$ cat config.mk
export PLATFORM = sky130hd
export DESIGN_NAME = fir_sa_top
export DESIGN_NICKNAME = d
export VERILOG_FILES = /design/src/rtl/fir_sa_pkg.sv /design/src/rtl/fir_sa_tapline.sv /design/src/rtl/fir_sa_ppgen.sv /design/src/rtl/fir_sa_comp42.sv /design/src/rtl/fir_sa_csa_tree.sv /design/src/rtl/fir_sa_top.sv
export SDC_FILE = /design/constraint.sdc
export NUM_CORES = 1
export LEC_CHECK = 0
export CAP_MARGIN = 40
export CELL_PAD_IN_SITES_DETAIL_PLACEMENT = 0
export CELL_PAD_IN_SITES_GLOBAL_PLACEMENT = 1
export CORE_ASPECT_RATIO = 1.1
export CORE_UTILIZATION = 42
export DETAILED_ROUTE_END_ITERATION = 8
export PLACE_DENSITY_LB_ADDON = 0.1
export SETUP_SLACK_MARGIN = 0.1
export SLEW_MARGIN = 15
export SYNTH_ARGS = -nofsm -noshare
export SYNTH_HDL_FRONTEND = slang
export SYNTH_HIERARCHICAL = 1
export SYNTH_SLANG_ARGS = --single-unit
$ cat constraint.sdc
create_clock -name clk -period 9.75 [get_ports clk]
set_input_delay 1.95 -clock clk [delete_from_list [all_inputs] [get_ports clk]]
set_output_delay 1.95 -clock clk [all_outputs]
set_load 0.01 [all_outputs]
$ cat src/rtl/fir_sa_pkg.sv
package fir_sa_pkg;
  // default sample width
  localparam int SAMPLE_W = 8;
  // taps in the impulse response
  localparam int NUM_TAPS = 7;
  // growth bits: sum of |coefficients| = 1598 < 2**11
  localparam int GAIN_W   = 11;
  // shifted terms plus one constant row
  localparam int NUM_ROWS = 14;
  // terms that are inverted and need a +1 each
  localparam int NEG_ROWS = 7;
  // sums of the positive and of the negative coefficient magnitudes
  localparam int POS_SUM  = 1418;
  localparam int NEG_SUM  = 180;
endpackage

$ cat src/rtl/fir_sa_tapline.sv
module fir_sa_tapline #(
  parameter int DATA_W = 8,
  parameter int NTAPS  = 7
) (
  input  logic                          clk,
  input  logic                          rst_n,
  input  logic                          in_valid,
  input  logic [DATA_W-1:0]             din,
  output logic [NTAPS-1:0][DATA_W-1:0]  taps
);

  logic [NTAPS-1:0][DATA_W-1:0] taps_d;

  // next state: newest sample in slot 0, older samples move up one slot
  always_comb begin
    taps_d[0] = din;
    for (int i = 1; i < NTAPS; i++) begin
      taps_d[i] = taps[i-1];
    end
  end

  always_ff @(posedge clk or negedge rst_n) begin
    if (!rst_n) begin
      taps <= '0;
    end else if (in_valid) begin
      taps <= taps_d;
    end
  end

  AST_TAP_HOLD: assert property (@(posedge clk) disable iff (!rst_n)
    !in_valid |=> $stable(taps));

  AST_TAP_LOAD: assert property (@(posedge clk) disable iff (!rst_n)
    in_valid |=> (taps[0] == $past(din)));

endmodule

$ cat src/rtl/fir_sa_ppgen.sv
module fir_sa_ppgen
  import fir_sa_pkg::*;
#(
  parameter int DATA_W = 8,
  parameter int ACC_W  = 19
) (
  input  logic [NUM_TAPS-1:0][DATA_W-1:0] taps,
  output logic [NUM_ROWS-1:0][ACC_W-1:0]  rows
);

  localparam int PW = DATA_W + 1;

  logic [PW-1:0]    pair [3];
  logic [ACC_W-1:0] e_out, e_mid, e_in, e_ctr;

  // symmetric pre-adders: taps j and NUM_TAPS-1-j share one coefficient
  for (genvar g = 0; g < 3; g++) begin : g_pre
    assign pair[g] = {taps[g][DATA_W-1], taps[g]}
                   + {taps[NUM_TAPS-1-g][DATA_W-1], taps[NUM_TAPS-1-g]};
  end

  function automatic logic [ACC_W-1:0] sext_pair(input logic [PW-1:0] v);
    return {{(ACC_W-PW){v[PW-1]}}, v};
  endfunction

  always_comb begin
    e_out = sext_pair(pair[0]);
    e_mid = sext_pair(pair[1]);
    e_in  = sext_pair(pair[2]);
    e_ctr = {{(ACC_W-DATA_W){taps[3][DATA_W-1]}}, taps[3]};
    // 17 = 16 + 1
    rows[0]  = e_out << 4;
    rows[1]  = e_out;
    // -90 = -64 - 16 - 8 - 2 (inverted; the +1 goes in the constant row)
    rows[2]  = ~(e_mid << 6);
    rows[3]  = ~(e_mid << 4);
    rows[4]  = ~(e_mid << 3);
    rows[5]  = ~(e_mid << 1);
    // 241 = 256 - 16 + 1
    rows[6]  = e_in << 8;
    rows[7]  = ~(e_in << 4);
    rows[8]  = e_in;
    // 902 = 1024 - 128 + 8 - 2
    rows[9]  = e_ctr << 10;
    rows[10] = ~(e_ctr << 7);
    rows[11] = e_ctr << 3;
    rows[12] = ~(e_ctr << 1);
    // completes the two's complement of every inverted row
    rows[13] = ACC_W'(NEG_ROWS);
  end

endmodule

$ cat src/rtl/fir_sa_comp42.sv
module fir_sa_comp42 #(
  parameter int W = 19
) (
  input  logic [W-1:0] a,
  input  logic [W-1:0] b,
  input  logic [W-1:0] c,
  input  logic [W-1:0] d,
  output logic [W-1:0] sum_o,
  output logic [W-1:0] carry_o
);

  // two full adders per column; the lateral carry depends only on a, b, c,
  // so nothing ripples across the word
  always_comb begin : p_cols
    logic lat_in;
    logic lat_out;
    logic s_fa;
    lat_in  = 1'b0;
    sum_o   = '0;
    carry_o = '0;
    for (int i = 0; i < W; i++) begin
      s_fa     = a[i] ^ b[i] ^ c[i];
      lat_out  = (a[i] & b[i]) | (a[i] & c[i]) | (b[i] & c[i]);
      sum_o[i] = s_fa ^ d[i] ^ lat_in;
      if (i < W-1) begin
        carry_o[i+1] = (s_fa & d[i]) | (s_fa & lat_in) | (d[i] & lat_in);
      end
      lat_in = lat_out;
    end
  end

endmodule

$ cat src/rtl/fir_sa_csa_tree.sv
module fir_sa_csa_tree
  import fir_sa_pkg::*;
#(
  parameter int W = 19
) (
  input  logic                       clk,
  input  logic                       rst_n,
  input  logic [NUM_ROWS-1:0][W-1:0] rows,
  output logic [W-1:0]               sum_o,
  output logic [W-1:0]               carry_o
);

  localparam int L1_CMP  = NUM_ROWS / 4;
  localparam int L1_ROWS = 2 * L1_CMP + (NUM_ROWS - 4 * L1_CMP);

  logic [W-1:0] lvl1 [L1_ROWS];
  logic [W-1:0] lvl2 [4];
  logic [W-1:0] rows_total;

  // level 1: 14 rows to 8
  for (genvar g = 0; g < L1_CMP; g++) begin : g_l1
    fir_sa_comp42 #(.W(W)) u_cmp (
      .a(rows[4*g]), .b(rows[4*g+1]), .c(rows[4*g+2]), .d(rows[4*g+3]),
      .sum_o(lvl1[2*g]), .carry_o(lvl1[2*g+1])
    );
  end
  for (genvar g = 4 * L1_CMP; g < NUM_ROWS; g++) begin : g_l1_pass
    assign lvl1[2*L1_CMP + g - 4*L1_CMP] = rows[g];
  end

  // level 2: 8 rows to 4
  for (genvar g = 0; g < 2; g++) begin : g_l2
    fir_sa_comp42 #(.W(W)) u_cmp (
      .a(lvl1[4*g]), .b(lvl1[4*g+1]), .c(lvl1[4*g+2]), .d(lvl1[4*g+3]),
      .sum_o(lvl2[2*g]), .carry_o(lvl2[2*g+1])
    );
  end

  // level 3: 4 rows to 2
  fir_sa_comp42 #(.W(W)) u_l3 (
    .a(lvl2[0]), .b(lvl2[1]), .c(lvl2[2]), .d(lvl2[3]),
    .sum_o(sum_o), .carry_o(carry_o)
  );

  // plain row sum, only used to check the tree
  always_comb begin
    rows_total = '0;
    for (int i = 0; i < NUM_ROWS; i++) begin
      rows_total = rows_total + rows[i];
    end
  end

  AST_TREE_SUM: assert property (@(posedge clk) disable iff (!rst_n)
    (sum_o + carry_o) == rows_total);

endmodule

$ cat src/rtl/fir_sa_top.sv
module fir_sa_top
  import fir_sa_pkg::*;
#(
  parameter  int DATA_W = SAMPLE_W,
  localparam int ACC_W  = DATA_W + GAIN_W
) (
  input  logic              clk,
  input  logic              rst_n,
  input  logic              in_valid,
  input  logic [DATA_W-1:0] din,
  output logic              out_valid,
  output logic [ACC_W-1:0]  dout
);

  localparam longint OUT_MAX = (longint'(2) ** (DATA_W-1) - 1) * POS_SUM
                             + (longint'(2) ** (DATA_W-1)) * NEG_SUM;
  localparam longint OUT_MIN = -((longint'(2) ** (DATA_W-1)) * POS_SUM
                             + (longint'(2) ** (DATA_W-1) - 1) * NEG_SUM);

  logic [NUM_TAPS-1:0][DATA_W-1:0] taps;
  logic [NUM_ROWS-1:0][ACC_W-1:0]  rows;
  logic [ACC_W-1:0]                tree_sum, tree_carry;
  logic [ACC_W-1:0]                sum_q, carry_q;
  logic [ACC_W-1:0]                dout_d;
  logic                            vld1, vld2;

  fir_sa_tapline #(.DATA_W(DATA_W), .NTAPS(NUM_TAPS)) u_taps (
    .clk(clk), .rst_n(rst_n), .in_valid(in_valid), .din(din), .taps(taps)
  );

  fir_sa_ppgen #(.DATA_W(DATA_W), .ACC_W(ACC_W)) u_pp (
    .taps(taps), .rows(rows)
  );

  fir_sa_csa_tree #(.W(ACC_W)) u_tree (
    .clk(clk), .rst_n(rst_n), .rows(rows),
    .sum_o(tree_sum), .carry_o(tree_carry)
  );

  // final carry-propagate add
  always_comb begin
    dout_d = sum_q + carry_q;
  end

  always_ff @(posedge clk or negedge rst_n) begin
    if (!rst_n) begin
      vld1      <= 1'b0;
      vld2      <= 1'b0;
      out_valid <= 1'b0;
    end else begin
      vld1      <= in_valid;
      vld2      <= vld1;
      out_valid <= vld2;
    end
  end

  always_ff @(posedge clk or negedge rst_n) begin
    if (!rst_n) begin
      sum_q   <= '0;
      carry_q <= '0;
    end else if (vld1) begin
      sum_q   <= tree_sum;
      carry_q <= tree_carry;
    end
  end

  always_ff @(posedge clk or negedge rst_n) begin
    if (!rst_n) begin
      dout <= '0;
    end else if (vld2) begin
      dout <= dout_d;
    end
  end

  AST_VALID_LAT: assert property (@(posedge clk) disable iff (!rst_n)
    in_valid |=> ##2 out_valid);

  AST_NO_SPURIOUS: assert property (@(posedge clk) disable iff (!rst_n)
    !in_valid |=> ##2 !out_valid);

  AST_OUT_HOLD: assert property (@(posedge clk) disable iff (!rst_n)
    !vld2 |=> $stable(dout));

  AST_NO_OVERFLOW: assert property (@(posedge clk) disable iff (!rst_n)
    out_valid |-> (longint'($signed(dout)) <= OUT_MAX &&
                   longint'($signed(dout)) >= OUT_MIN));

endmodule

==> results summary <==
The root buffer cell chosen for the clock tree is sky130_fd_sc_hd__clkbuf_16. The maximum clock skew at final layout came out at roughly 9.6 ps. The horizontal extent of the die came out at about 170 µm. For this block, the initial DRC count from the detailed router was ~250. The effective utilization at floorplan came out at a little over two fifths.

The worst hold path stage count is 2. The number of maximum-capacitance violations came out at 0. The first global-routing pass estimated around 38 mm of wire. The flow ran to the end, and the final reports show no timing, DRC or antenna violations. The number of buffers and inverters on the critical path is 1. The clock sink total came out at 116. The post-synthesis cell type count came out at between 60 and 70. In this run the critical register-to-register path is captured at sum_q[17]. The remaining design rule violation count is 0. The maximum number of buffers from clock root to sink came out at 2. Traced cell by cell, the critical path runs through ha_1 -> fa_1 -> a21o_1 -> a21oi_1 -> o221ai_1 -> mux2_2 -> buf_12 -> fa_1 -> fa_1 -> fa_1 -> fa_1 -> fa_1 -> fa_1 -> mux2_2. The count of nets after finishing is roughly 1200. The first detailed-routing pass took 5 iterations. The worst register-to-register path begins at u_taps/taps[8]. For the worst flop-to-flop path, the logic depth is 14. The aggregate global routing overflow came out at 0. The setup path with the least slack is of type register to register. The overall routing resource usage is approximately 16%. For hold timing, the worst endpoint is dout[1].

Counting stages on the worst path, the most repeated cell is sky130_fd_sc_hd__fa_1. The average routed wire per standard cell came out at around 17 µm. The launch point of the worst hold path is dout[1]. Using the TritonRoute via totals, the vias-per-cell ratio works out to 4.932. The clock latency reported for the late side of the worst-skew pair came out at 420 ps. The maximum fanout encountered on the critical timing path is 25. The number of diodes is 0. The die area came out at a little over 30000 µm². The largest single stage delay on the critical path is 560 ps.

For this run, the leading register cell type out of synthesis is sky130_fd_sc_hd__dfrtp_1. For the worst setup path, the data required time is 10060 ps. The number of global-route vias before repair is 7228. The slowest stage of the critical path is the sky130_fd_sc_hd__fa_1 cell. The total half-perimeter wirelength after legalization and detailed placement came out at 18.47 mm. The H-tree was split into 4 levels. The number of flops mapped to enable cells by yosys came out at 0. The overall via count from detail_route came out at 6274. 31 I/O pins were placed. The setup slack after placement is slightly above 4000 ps. The share of cells above drive strength 1 is about 18%. The worst setup path is launched from a register. At the pin with the least slew margin, the transition time is ~800 ps.

The number of pins with negative max-slew slack in the final report is 0. Entering global routing, the biggest net connects 60 pins. The class of the worst hold path is register to register.

The number of antenna violations at the first check in global routing came out at 0. The number of buffers inserted for hold repair after clock tree synthesis came out at 0. The total of endpoints with negative setup slack in the final report came out at 0.

The total negative slack is 0 ps. Synthesis inferred 116 register bits. The post-CTS setup buffer count came out at 0. For this run, the number of Yosys warnings is 6. The minimum clock period after layout is 5706 ps. The worst slew margin relative to its limit is between 40% and 50%.

The finished cells cover approximately 13000 µm². In this design, the largest share of critical-path delay is due to adder cells. The clock buffer count from CTS is 17. For this run, the share of the core covered by cells in the final layout is between 40% and 50%. For this run, the top clock speed supported by timing is around 0.18 GHz. The average instance area after synthesis came out at approximately 13 µm². The CTS tree is built.

After floorplanning, the core was divided into 66 placement rows. The final worst setup slack is 4044 ps. The number of hold violations in the final report was 0.

Summed over all layers, the routed wires come to 22.05 mm. The proportion of register bits with asynchronous set or reset after synthesis came out at 100.0%. The clock-pin slew reported for the worst setup and hold paths after clock tree synthesis came out at 60 ps. The synthesized netlist cell count came out at 1006.

The placed standard-cell area came out at 12070 µm². The chip height came out at 184.9 µm. The sequential fraction of the synthesis area is 22.73%.

Once the clock tree was built, the resizer swapped 0 gates to a different size. The signal arrival time at the worst endpoint is 6010 ps. The final critical-path share of the clock period came out at 58.52%. The congestion estimate from routability-driven global placement came to 0.7723.

The number of port buffers came out at 30. STA classifies the critical path endpoint as a register. Setup repair after global routing left no endpoint under its margin. The post-synthesis instance area is between 10000 and 15000 µm². The area of the core is 29730 µm². The worst-case register-to-register setup slack is 4040 ps. The count of nets left with antenna violations once routing finished came out at 0. The signed area change from the synthesized netlist to the final layout is -0.3132%.
[through the flow]
step / hold WS (ps) / cells
final: 478.5 / 1272
after CTS: 487.2 / 1271
after global placement: 468.8 / 1236
after global routing: 506.0 / 1272
after detailed placement: 473.1 / 1239
after floorplan: 351.9 / 1074
[how the worst max path moves through the flow]
| stage | start | to | slack (ps) | depth (start not counted) |
|---|---|---|---|---|
| after floorplan | u_taps/taps[0] | sum_q[10] | 4210 | 14 |
| after global placement | u_taps/taps[8] | sum_q[17] | 3970 | 13 |
| after detailed placement | u_taps/taps[16] | sum_q[16] | 4030 | 13 |
| after CTS | u_taps/taps[16] | sum_q[16] | 4010 | 13 |
| after global routing | u_taps/taps[16] | sum_q[16] | 3770 | 13 |
| final | u_taps/taps[8] | sum_q[17] | 4040 | 14 |
[flip-flops by register name, indices dropped and copies added, names as in the netlist]
name         cells
out_valid        1
u_taps/taps     56
vld2             1
vld1             1
sum_q           19
dout            19
carry_q         19
[placed cells by master (no fill, tap or decap), types with 22 or more instances in the layout]
cell type,count
sky130_fd_sc_hd__a21oi_1,35
sky130_fd_sc_hd__clkdlybuf4s50_1,28
sky130_fd_sc_hd__conb_1,76
sky130_fd_sc_hd__dfrtp_1,116
sky130_fd_sc_hd__fa_1,214
sky130_fd_sc_hd__ha_1,48
sky130_fd_sc_hd__inv_1,26
sky130_fd_sc_hd__mux2_2,64
sky130_fd_sc_hd__mux2_4,40
sky130_fd_sc_hd__nand2_1,32
sky130_fd_sc_hd__xnor2_1,22
[synth_stat cells (8+ instances only)]
cell type / number / area [µm²]
sky130_fd_sc_hd__a21oi_1: 35 / 175.2
sky130_fd_sc_hd__buf_4: 228 / 1712
sky130_fd_sc_hd__o21ai_0: 12 / 60.06
sky130_fd_sc_hd__inv_1: 26 / 97.59
sky130_fd_sc_hd__xor2_1: 17 / 148.9
sky130_fd_sc_hd__ha_1: 48 / 600.6
sky130_fd_sc_hd__conb_1: 8 / 30.03
sky130_fd_sc_hd__fa_1: 214 / 4284
sky130_fd_sc_hd__dfrtp_1: 116 / 2903
sky130_fd_sc_hd__o21ai_1: 9 / 45.04
sky130_fd_sc_hd__xnor2_1: 22 / 192.7
sky130_fd_sc_hd__nor2_1: 17 / 63.81
sky130_fd_sc_hd__nand2_1: 32 / 120.1
sky130_fd_sc_hd__a21o_1: 14 / 105.1
sky130_fd_sc_hd__mux2_2: 64 / 720.7
sky130_fd_sc_hd__mux2_4: 40 / 600.6
[worst reg2reg max path, delay by kind of cell (launching register included)]
family / cells / cell delay [ps]
mux: 2 / 660
compound gates: 3 / 630
fa+ha+maj: 8 / 3690
buf+inv: 1 / 220
flops: 1 / 400
[area by class of cell]
type                            instances  area, µm²
Fill cell                            2770      17000
Multi-Input combinational cell        686       8204
Clock inverter                         15      227.7
Sequential cell                       116       2903
Inverter                               26      97.59
Timing Repair Buffer                   38      407.9
Clock buffer                           17      425.4
Tap cell                              374      467.9
[routing by layer]
metal | up-vias | track usage, % | wire (µm)
li1 | 2821 | - | -
met1 | 3373 | 21.07 | 9784
met2 | 68 | 28.12 | 11600
met3 | 12 | 2.650 | 415
met4 | 0 | 4.364 | 255
met5 | - | 0 | 0
[logic make-up (layout without fill, tap and decap cells)]
logic type      after synthesis  count (layout)  synth area share [%]
compound gates              119             119                 6.544
xor+xnor                     45              45                 3.732
fa+ha+maj                   262             262                 38.24
buf+inv                     272              96                 15.07
flops                       116             116                 22.73
mux                         107             107                 10.58
other cells                   8              76                0.2351
simple gates                 77              77                 2.870
Power is left out: the tool's default activity adds up to more than one toggle a clock period on the data nets, which glitch-free logic cannot reach.
